==> src/rtl/carveout_pkg.sv <==
package carveout_pkg;
  localparam int ADDR_W      = 34;
  localparam int REG_W       = 32;
  localparam int BLK_SHIFT   = 17;   // 128 KB block
  localparam int RES_SHIFT   = 12;   // 4 KB residual
  localparam int RES_LSB     = 27;   // residual count field start
  localparam int ACC_REGS    = 6;
  localparam int CL_PER_REG  = 14;
  localparam int WR_BIT_OFS  = 18;
  localparam int NUM_CLIENTS = ACC_REGS * CL_PER_REG;
  localparam int CLIENT_W    = 7;
  localparam int LEN_W       = ADDR_W + 11;
  localparam int END_W       = LEN_W + 1;
  localparam int GRANT_W     = ACC_REGS * REG_W;
  localparam int GIDX_W      = $clog2(GRANT_W);

  // Window length in bytes from the packed size word.
  function automatic logic [LEN_W-1:0] span_bytes(input logic [REG_W-1:0] sz);
    logic [LEN_W-1:0] blk, res;
    blk = LEN_W'(sz[RES_LSB-1:0]) << BLK_SHIFT;
    res = LEN_W'(sz[REG_W-1:RES_LSB]) << RES_SHIFT;
    return blk + res;
  endfunction

  // Position of a client's grant bit in the flattened grant words.
  function automatic logic [GIDX_W-1:0] grant_slot(input logic [CLIENT_W-1:0] c,
                                                   input logic wr);
    int unsigned word, lane;
    word = int'(c) / CL_PER_REG;
    lane = int'(c) % CL_PER_REG + (wr ? WR_BIT_OFS : 0);
    return GIDX_W'(word * REG_W + lane);
  endfunction
endpackage

==> src/rtl/carveout_regs.sv <==
module carveout_regs
  import carveout_pkg::*;
#(
  parameter logic [15:0] BLK_OFS = 16'h2190
) (
  input  logic                 clk,
  input  logic                 rst_n,
  input  logic [15:0]          cfg_addr,
  input  logic                 cfg_wen,
  input  logic                 cfg_ren,
  input  logic [REG_W-1:0]     cfg_wdata,
  input  logic                 cfg_secure,
  output logic [REG_W-1:0]     cfg_rdata,
  input  logic                 deny_ev,
  input  logic [ADDR_W-1:0]    deny_addr,
  output logic [ADDR_W-1:0]    ap_base,
  output logic [REG_W-1:0]     ap_size,
  output logic [GRANT_W-1:0]   grants,
  output logic                 viol_flag
);
  localparam int NSLOT    = 18;
  localparam int SLOT_W   = 5;
  localparam int SL_CFG   = 0;
  localparam int SL_BLO   = 1;
  localparam int SL_BHI   = 2;
  localparam int SL_SIZE  = 3;
  localparam int SL_ACC0  = 4;
  localparam int SL_FINT0 = SL_ACC0 + ACC_REGS;
  localparam int SL_STAT  = SL_FINT0 + ACC_REGS;
  localparam int SL_VADDR = SL_STAT + 1;

  logic [1:0]                    cfg_q;
  logic [19:0]                   blo_q;
  logic [1:0]                    bhi_q;
  logic [REG_W-1:0]              size_q;
  logic [ACC_REGS-1:0][REG_W-1:0] acc_q;
  logic [ACC_REGS-1:0][REG_W-1:0] fint_q;
  logic                          viol_q;
  logic [ADDR_W-1:0]             vaddr_q;

  // Decode of the byte offset into a slot number.
  logic [15:0]       rel;
  logic              slot_ok;
  logic [SLOT_W-1:0] slot;
  assign rel     = cfg_addr - BLK_OFS;
  assign slot_ok = (cfg_addr >= BLK_OFS) && (rel[1:0] == 2'b00) &&
                   (rel[15:2] < 14'(NSLOT));
  assign slot    = rel[SLOT_W+1:2];

  // Named protection events.
  logic lock_q, seconly_q, wr_open, clr_req;
  assign lock_q    = cfg_q[1];
  assign seconly_q = cfg_q[0];
  assign wr_open   = cfg_wen && slot_ok && !lock_q && (!seconly_q || cfg_secure);
  assign clr_req   = cfg_wen && slot_ok && (slot == SLOT_W'(SL_STAT)) && cfg_wdata[0];

  logic [ACC_REGS-1:0] acc_we, fint_we;
  for (genvar k = 0; k < ACC_REGS; k++) begin : g_we
    assign acc_we[k]  = wr_open && (slot == SLOT_W'(SL_ACC0 + k));
    assign fint_we[k] = wr_open && (slot == SLOT_W'(SL_FINT0 + k));
  end

  always_ff @(posedge clk or negedge rst_n) begin
    if (!rst_n) begin
      cfg_q  <= '0;
      blo_q  <= '0;
      bhi_q  <= '0;
      size_q <= '0;
      acc_q  <= '0;
      fint_q <= '0;
    end else begin
      if (wr_open && slot == SLOT_W'(SL_CFG))  cfg_q  <= cfg_wdata[1:0];
      if (wr_open && slot == SLOT_W'(SL_BLO))  blo_q  <= cfg_wdata[31:12];
      if (wr_open && slot == SLOT_W'(SL_BHI))  bhi_q  <= cfg_wdata[1:0];
      if (wr_open && slot == SLOT_W'(SL_SIZE)) size_q <= cfg_wdata;
      for (int k = 0; k < ACC_REGS; k++) begin
        if (acc_we[k])  acc_q[k]  <= cfg_wdata;
        if (fint_we[k]) fint_q[k] <= cfg_wdata;
      end
    end
  end

  // Violation capture: first offender kept, refusal beats a clear.
  always_ff @(posedge clk or negedge rst_n) begin
    if (!rst_n) begin
      viol_q  <= 1'b0;
      vaddr_q <= '0;
    end else if (deny_ev && (!viol_q || clr_req)) begin
      viol_q  <= 1'b1;
      vaddr_q <= deny_addr;
    end else if (clr_req) begin
      viol_q  <= 1'b0;
    end
  end

  logic [REG_W-1:0] rd_val;
  always_comb begin
    rd_val = '0;
    case (slot)
      SLOT_W'(SL_CFG):   rd_val = {30'b0, cfg_q};
      SLOT_W'(SL_BLO):   rd_val = {blo_q, 12'b0};
      SLOT_W'(SL_BHI):   rd_val = {30'b0, bhi_q};
      SLOT_W'(SL_SIZE):  rd_val = size_q;
      SLOT_W'(SL_STAT):  rd_val = {26'b0, vaddr_q[33:32], 3'b0, viol_q};
      SLOT_W'(SL_VADDR): rd_val = vaddr_q[31:0];
      default: begin
        for (int k = 0; k < ACC_REGS; k++) begin
          if (slot == SLOT_W'(SL_ACC0 + k))  rd_val = acc_q[k];
          if (slot == SLOT_W'(SL_FINT0 + k)) rd_val = fint_q[k];
        end
      end
    endcase
  end

  always_ff @(posedge clk or negedge rst_n) begin
    if (!rst_n)                  cfg_rdata <= '0;
    else if (cfg_ren && slot_ok) cfg_rdata <= rd_val;
    else                         cfg_rdata <= '0;
  end

  assign ap_base   = {bhi_q, blo_q, 12'b0};
  assign ap_size   = size_q;
  assign grants    = acc_q;
  assign viol_flag = viol_q;

  AST_LOCK_FREEZE: assert property (@(posedge clk) disable iff (!rst_n)
    lock_q |=> $stable(cfg_q) && $stable(blo_q) && $stable(bhi_q) &&
               $stable(size_q) && $stable(acc_q) && $stable(fint_q));

  AST_SECURE_GATE: assert property (@(posedge clk) disable iff (!rst_n)
    seconly_q && cfg_wen && !cfg_secure |=> $stable(cfg_q) && $stable(blo_q) &&
               $stable(bhi_q) && $stable(size_q) && $stable(acc_q));

  AST_VIOL_STICKY: assert property (@(posedge clk) disable iff (!rst_n)
    viol_q && !clr_req |=> viol_q && $stable(vaddr_q));

  AST_RDATA_IDLE: assert property (@(posedge clk) disable iff (!rst_n)
    !cfg_ren |=> cfg_rdata == '0);
endmodule

==> src/rtl/carveout_match.sv <==
module carveout_match
  import carveout_pkg::*;
(
  input  logic                 clk,
  input  logic                 rst_n,
  input  logic                 req_valid,
  input  logic [ADDR_W-1:0]    req_addr,
  input  logic [CLIENT_W-1:0]  req_client,
  input  logic                 req_write,
  input  logic [ADDR_W-1:0]    ap_base,
  input  logic [REG_W-1:0]     ap_size,
  input  logic [GRANT_W-1:0]   grants,
  output logic                 deny_ev,
  output logic                 rsp_valid,
  output logic                 rsp_hit,
  output logic                 rsp_allow
);
  logic [LEN_W-1:0]  span;
  logic [END_W-1:0]  ap_end;
  logic              in_win, client_known, granted;
  logic [GIDX_W-1:0] gslot;

  assign span         = span_bytes(ap_size);
  assign ap_end       = END_W'(ap_base) + END_W'(span);
  assign in_win       = (req_addr >= ap_base) && (END_W'(req_addr) < ap_end);
  assign gslot        = grant_slot(req_client, req_write);
  assign client_known = int'(req_client) < NUM_CLIENTS;
  assign granted      = client_known && grants[gslot];
  assign deny_ev      = req_valid && in_win && !granted;

  always_ff @(posedge clk or negedge rst_n) begin
    if (!rst_n) begin
      rsp_valid <= 1'b0;
      rsp_hit   <= 1'b0;
      rsp_allow <= 1'b0;
    end else begin
      rsp_valid <= req_valid;
      rsp_hit   <= req_valid && in_win;
      rsp_allow <= req_valid && (!in_win || granted);
    end
  end

  AST_ZERO_SPAN_MISS: assert property (@(posedge clk) disable iff (!rst_n)
    req_valid && ap_size == '0 |=> !rsp_hit && rsp_allow);

  AST_BELOW_BASE_MISS: assert property (@(posedge clk) disable iff (!rst_n)
    req_valid && req_addr < ap_base |=> !rsp_hit && rsp_allow);

  AST_UNKNOWN_CLIENT: assert property (@(posedge clk) disable iff (!rst_n)
    req_valid && int'(req_client) >= NUM_CLIENTS |=> !(rsp_hit && rsp_allow));

  AST_RSP_FOLLOWS: assert property (@(posedge clk) disable iff (!rst_n)
    req_valid |=> rsp_valid);

  AST_RSP_QUIET: assert property (@(posedge clk) disable iff (!rst_n)
    !rsp_valid |-> !rsp_hit && !rsp_allow);
endmodule

==> src/rtl/carveout_guard.sv <==
module carveout_guard
  import carveout_pkg::*;
#(
  parameter logic [15:0] BLK_OFS = 16'h2190
) (
  input  logic        clk,
  input  logic        rst_n,
  input  logic [15:0] cfg_addr,
  input  logic        cfg_wen,
  input  logic        cfg_ren,
  input  logic [31:0] cfg_wdata,
  input  logic        cfg_secure,
  output logic [31:0] cfg_rdata,
  input  logic        req_valid,
  input  logic [33:0] req_addr,
  input  logic [6:0]  req_client,
  input  logic        req_write,
  output logic        rsp_valid,
  output logic        rsp_hit,
  output logic        rsp_allow,
  output logic        viol_flag
);
  logic [ADDR_W-1:0]  ap_base;
  logic [REG_W-1:0]   ap_size;
  logic [GRANT_W-1:0] grants;
  logic               deny_ev;

  carveout_regs #(.BLK_OFS(BLK_OFS)) u_regs (
    .clk(clk), .rst_n(rst_n),
    .cfg_addr(cfg_addr), .cfg_wen(cfg_wen), .cfg_ren(cfg_ren),
    .cfg_wdata(cfg_wdata), .cfg_secure(cfg_secure), .cfg_rdata(cfg_rdata),
    .deny_ev(deny_ev), .deny_addr(req_addr),
    .ap_base(ap_base), .ap_size(ap_size), .grants(grants),
    .viol_flag(viol_flag)
  );

  carveout_match u_match (
    .clk(clk), .rst_n(rst_n),
    .req_valid(req_valid), .req_addr(req_addr),
    .req_client(req_client), .req_write(req_write),
    .ap_base(ap_base), .ap_size(ap_size), .grants(grants),
    .deny_ev(deny_ev),
    .rsp_valid(rsp_valid), .rsp_hit(rsp_hit), .rsp_allow(rsp_allow)
  );

  AST_DENY_FLAGGED: assert property (@(posedge clk) disable iff (!rst_n)
    rsp_valid && !rsp_allow |-> viol_flag);
endmodule

==> config.mk <==
export PLATFORM = sky130hd
export DESIGN_NAME = carveout_guard
export DESIGN_NICKNAME = d
export VERILOG_FILES = /design/src/rtl/carveout_pkg.sv /design/src/rtl/carveout_regs.sv /design/src/rtl/carveout_match.sv /design/src/rtl/carveout_guard.sv
export SDC_FILE = /design/constraint.sdc
export NUM_CORES = 1
export LEC_CHECK = 0
export ABC_AREA = 1
export BUFFER_PORTS_ARGS = -buffer_cell sky130_fd_sc_hd__buf_2
export CORE_UTILIZATION = 35
export DETAILED_ROUTE_END_ITERATION = 16
export GPL_ROUTABILITY_DRIVEN = 0
export PLACE_DENSITY_LB_ADDON = 0.2
export SLEW_MARGIN = 20
export SYNTH_ARGS = -nofsm -noshare
export SYNTH_HDL_FRONTEND = slang
export SYNTH_SLANG_ARGS = --single-unit
==> constraint.sdc <==
create_clock -name clk -period 4.2 [get_ports clk]
set_clock_uncertainty 0.1 [all_clocks]
set_input_delay 0.42 -clock clk [delete_from_list [all_inputs] [get_ports clk]]
set_output_delay 0.42 -clock clk [all_outputs]
set_load 0.01 [all_outputs]
==> results by group <==
Run status
  • Status: finished, violations left
  • Failing checks: setup timing

STA
  • Endpoints failing setup: 36
  • Final Hold Vio Count: 0
  • Hold Worst Slack: 0.0275 ns
  • Max Fclk: 211 MHz
  • Final Slew Violations: 0
  • Worst slew pin tran: 1.04 ns
  • Rel. slew slack: 30.1%
  • Tcrit/Tclk final: 113%
  • RSZ-0062 raised after global routing: yes
  • Tmin final: 4.75 ns
  • Fin Setup TNS: -18.28 ns
  • Final worst-path setup slack: -0.548 ns

Power
  • Reg power frac: 40.5%
  • Total power: 13.0 mW
  • Switching power total: 3.78 mW
  • Pleak: 14.3 nW
  • Combinational power share: 18.2%
  • Peak VDD IR: 0.318 mV
  • Int Pwr: 9.21 mW
  • Power per cell area: 406 mW/mm^2
  • Sw Ratio: 29.1%
  • Clock share of power: 41.4%

Floorplanning
  • Die width: 276 microns
  • Core Footprint: 0.0735 sq mm
  • Die height: 276 microns
  • Die area: 0.0760 sq mm
  • Ports: 132
  • Row cnt: 99
  • Starting density of the core: 35.7%

Worst setup path
  • CP Capture Type: flop
  • Slowest CP cell: dfrtp_1
  • WP data required: 4.60 ns
  • Critical Path AT: 5.15 ns
  • R2R cell count: 34
  • Slowest cell delay on critical path: 0.38 ns
  • Setup CP Type: flop to flop
  • Critical path peak fanout: 8
  • Cell mode on critical path: a21oi_2
  • Crit start category: flop

CTS
  • CTS tree: built
  • CTS root buf: clkbuf_16
  • H-tree depth: 2
  • CTS Buffer Depth: 3
  • Cts bufs inserted: 58
  • CTS clock-pin slew for the worst setup and hold paths: 0.06 ns
  • TritonCTS Sinks: 510
  • Worst skew pair latency: 0.62 ns

Logic synthesis
  • Distinct cell type count after synthesis: 57
  • Synthesized area per cell: 8.20 sq um
  • Asr flop ratio synth: 100%
  • Yosys warning total: 0
  • Register area share after synthesis: 48.7%
  • Gate Count Post-Synth: 3197
  • Number of synthesized flops with an enable pin: 0
  • Syn_nets: 3368
  • Mapped cell area: 0.0262 sq mm
  • Yosys reg bits: 510
  • Ys flop type: dfrtp_1

Route
  • Initial DRC count: 2122
  • Drt pass-1 iters: 5
  • DR vias/cell: 5.32
  • Vias: 23654
  • Routed wire length: 91800 microns
  • Wire length per cell: 20.6 microns
  • # DRC: 0
  • Routed Antenna Nets: 0

Final layout
  • Leading cell type in the layout, fill and taps excluded: nand2_1
  • Layout cells sized above 1: 17.2%
  • # fillers: 7308
  • Final core occ: 43.6%
  • Multi-input logic area: 0.0120 sq mm
  • Final #Nets: 3609
  • Most frequent cells in the layout: nand2_1 (781), o21ai_0 (590), dfrtp_1 (510), inv_1 (237), buf_4 (211)
  • Final Cell Area: 0.0320 sq mm
  • Register area: 0.0128 sq mm
  • Antenna diodes: 0
  • Final std cells w/o fill: 4446
  • Area delta synth->final: 22.2%

Global routing
  • Largest net degree at the start of global routing: 111
  • First-pass GRT wire length: 140000 microns
  • GRT Total Usage: 24.1%
  • GR Overflow Total: 0
  • Vias in the first global route: 22489
  • Initial antenna violation count: 3

Placement
  • DP Cell Count: 4298
  • Placed inst area: 0.0293 sq mm
  • Port Buffer Count: 131
  • DP HPWL: 64800 microns
  • Post-Place Setup Slack: -0.746 ns

Job
  • # Max-Cap Violations: 0

Min path
  • HP Class: input pin to flop
  • Hold Crit Depth: 3
[metal layers]
layer / track usage (%) / up-vias / wire (microns)
li1: - / 11397 / -
met1: 33.7 / 11382 / 41100
met2: 38.2 / 741 / 42100
met3: 2.85 / 134 / 5090
met4: 8.90 / 0 / 3470
met5: 0 / - / 0
[power groups by stage]
stage	clock network (mW)	registers, mW	logic [mW]
finish	5.37	5.26	2.36
global route	5.66	5.26	2.59
CTS	5.48	5.22	2.30
detailed placement	0	5.29	2.24
global placement	0	5.31	2.23
floorplan	0	5.22	1.18
[state kept, by name, indices dropped and copies added, names as in the netlist]
signal / flops
u_match.rsp_allow: 1
u_regs.cfg_q: 2
u_match.rsp_hit: 1
u_regs.vaddr_q: 34
u_regs.grants: 192
u_regs.bhi_q: 2
u_regs.fint_q: 192
u_regs.viol_flag: 1
u_regs.blo_q: 20
u_regs.cfg_rdata: 32
u_regs.ap_size: 32
u_match.rsp_valid: 1
[worst max-delay path: cells and delay by family, from the launching register on]
kind / cells / cell delay [ns]
AOI/OAI and AO/OA: 14 / 1.66
and+or+nand+nor: 13 / 1.17
adders and majority gates: 2 / 0.58
buffers and inverters: 4 / 0.58
DFF: 1 / 0.38
xor gates and xnor gates: 1 / 0.18
[cell type report]
| type | count | share of cell area, % |
|---|---|---|
| Inverter | 246 | 2.89 |
| Timing Repair Buffer | 394 | 9.60 |
| Multi-Input combinational cell | 2228 | 37.5 |
| Sequential cell | 510 | 39.9 |
| Clock buffer | 86 | 5.59 |
| Clock inverter | 23 | 0.782 |
| Tap cell | 959 | 3.75 |
[cell usage after synthesis, drive strengths merged, types with 2 or more instances]
cell | instances | area share, %
nor3 | 14 | 0.29
nand4 | 27 | 0.70
buf | 14 | 0.33
ha | 74 | 3.5
o211ai | 53 | 1.5
o22ai | 7 | 0.17
nand3 | 82 | 1.8
a31oi | 12 | 0.29
nand3b | 3 | 0.086
a221oi | 109 | 3.6
o221ai | 9 | 0.30
a22oi | 14 | 0.40
o2111ai | 3 | 0.10
xor2 | 19 | 0.64
nand2 | 846 | 12
o31ai | 2 | 0.057
a21oi | 203 | 3.9
inv | 245 | 3.5
o21ai | 607 | 12
o21bai | 3 | 0.086
clkbuf | 199 | 2.9
xnor2 | 14 | 0.47
dfrtp | 510 | 49
a32oi | 2 | 0.067
a31o | 5 | 0.17
nor2 | 95 | 1.5
a211oi | 5 | 0.14
nor4 | 5 | 0.12
o21a | 3 | 0.086
[final timing paths]
check	to	from	slack, ns
max in group asynchronous	u_regs.grants[27]$_DFFE_PN0P_	rst_n	2.55
min in group asynchronous	u_regs.vaddr_q[10]$_DFFE_PN0P_	rst_n	0.37
setup reg to reg	u_regs.vaddr_q[25]$_DFFE_PN0P_	u_regs.ap_size[28]$_DFFE_PN0P_	-0.55
hold / removal	u_regs.vaddr_q[22]$_DFFE_PN0P_	req_addr[22]	0.03
hold reg to reg	u_regs.fint_q[22]$_DFFE_PN0P_	u_regs.fint_q[22]$_DFFE_PN0P_	0.38
setup / recovery	u_regs.vaddr_q[25]$_DFFE_PN0P_	u_regs.ap_size[28]$_DFFE_PN0P_	-0.55
[logic make-up (layout without fill, tap and decap cells)]
family | Yosys count | count (layout) | share of synthesized area (%)
AND/OR/NAND/NOR | 1076 | 1076 | 17.0
flip-flops | 510 | 510 | 48.7
adder cells (fa/ha/maj) | 75 | 75 | 3.61
XOR/XNOR | 33 | 33 | 1.10
buffers and inverters | 459 | 749 | 6.71
AO/OA/AOI/OAI | 1043 | 1043 | 22.8
multiplexers | 1 | 1 | 0.0430
[timing repair]
item,4_1_cts,5_1_grt
hold buffers,25,0
resized for setup,29,41
endpoints found under the hold margin,126,0
cloned,1,2
endpoints found under the setup margin,37,37
buffers inserted,11,1
pin swaps,20,20
Power figures use the tool's default switching activity.
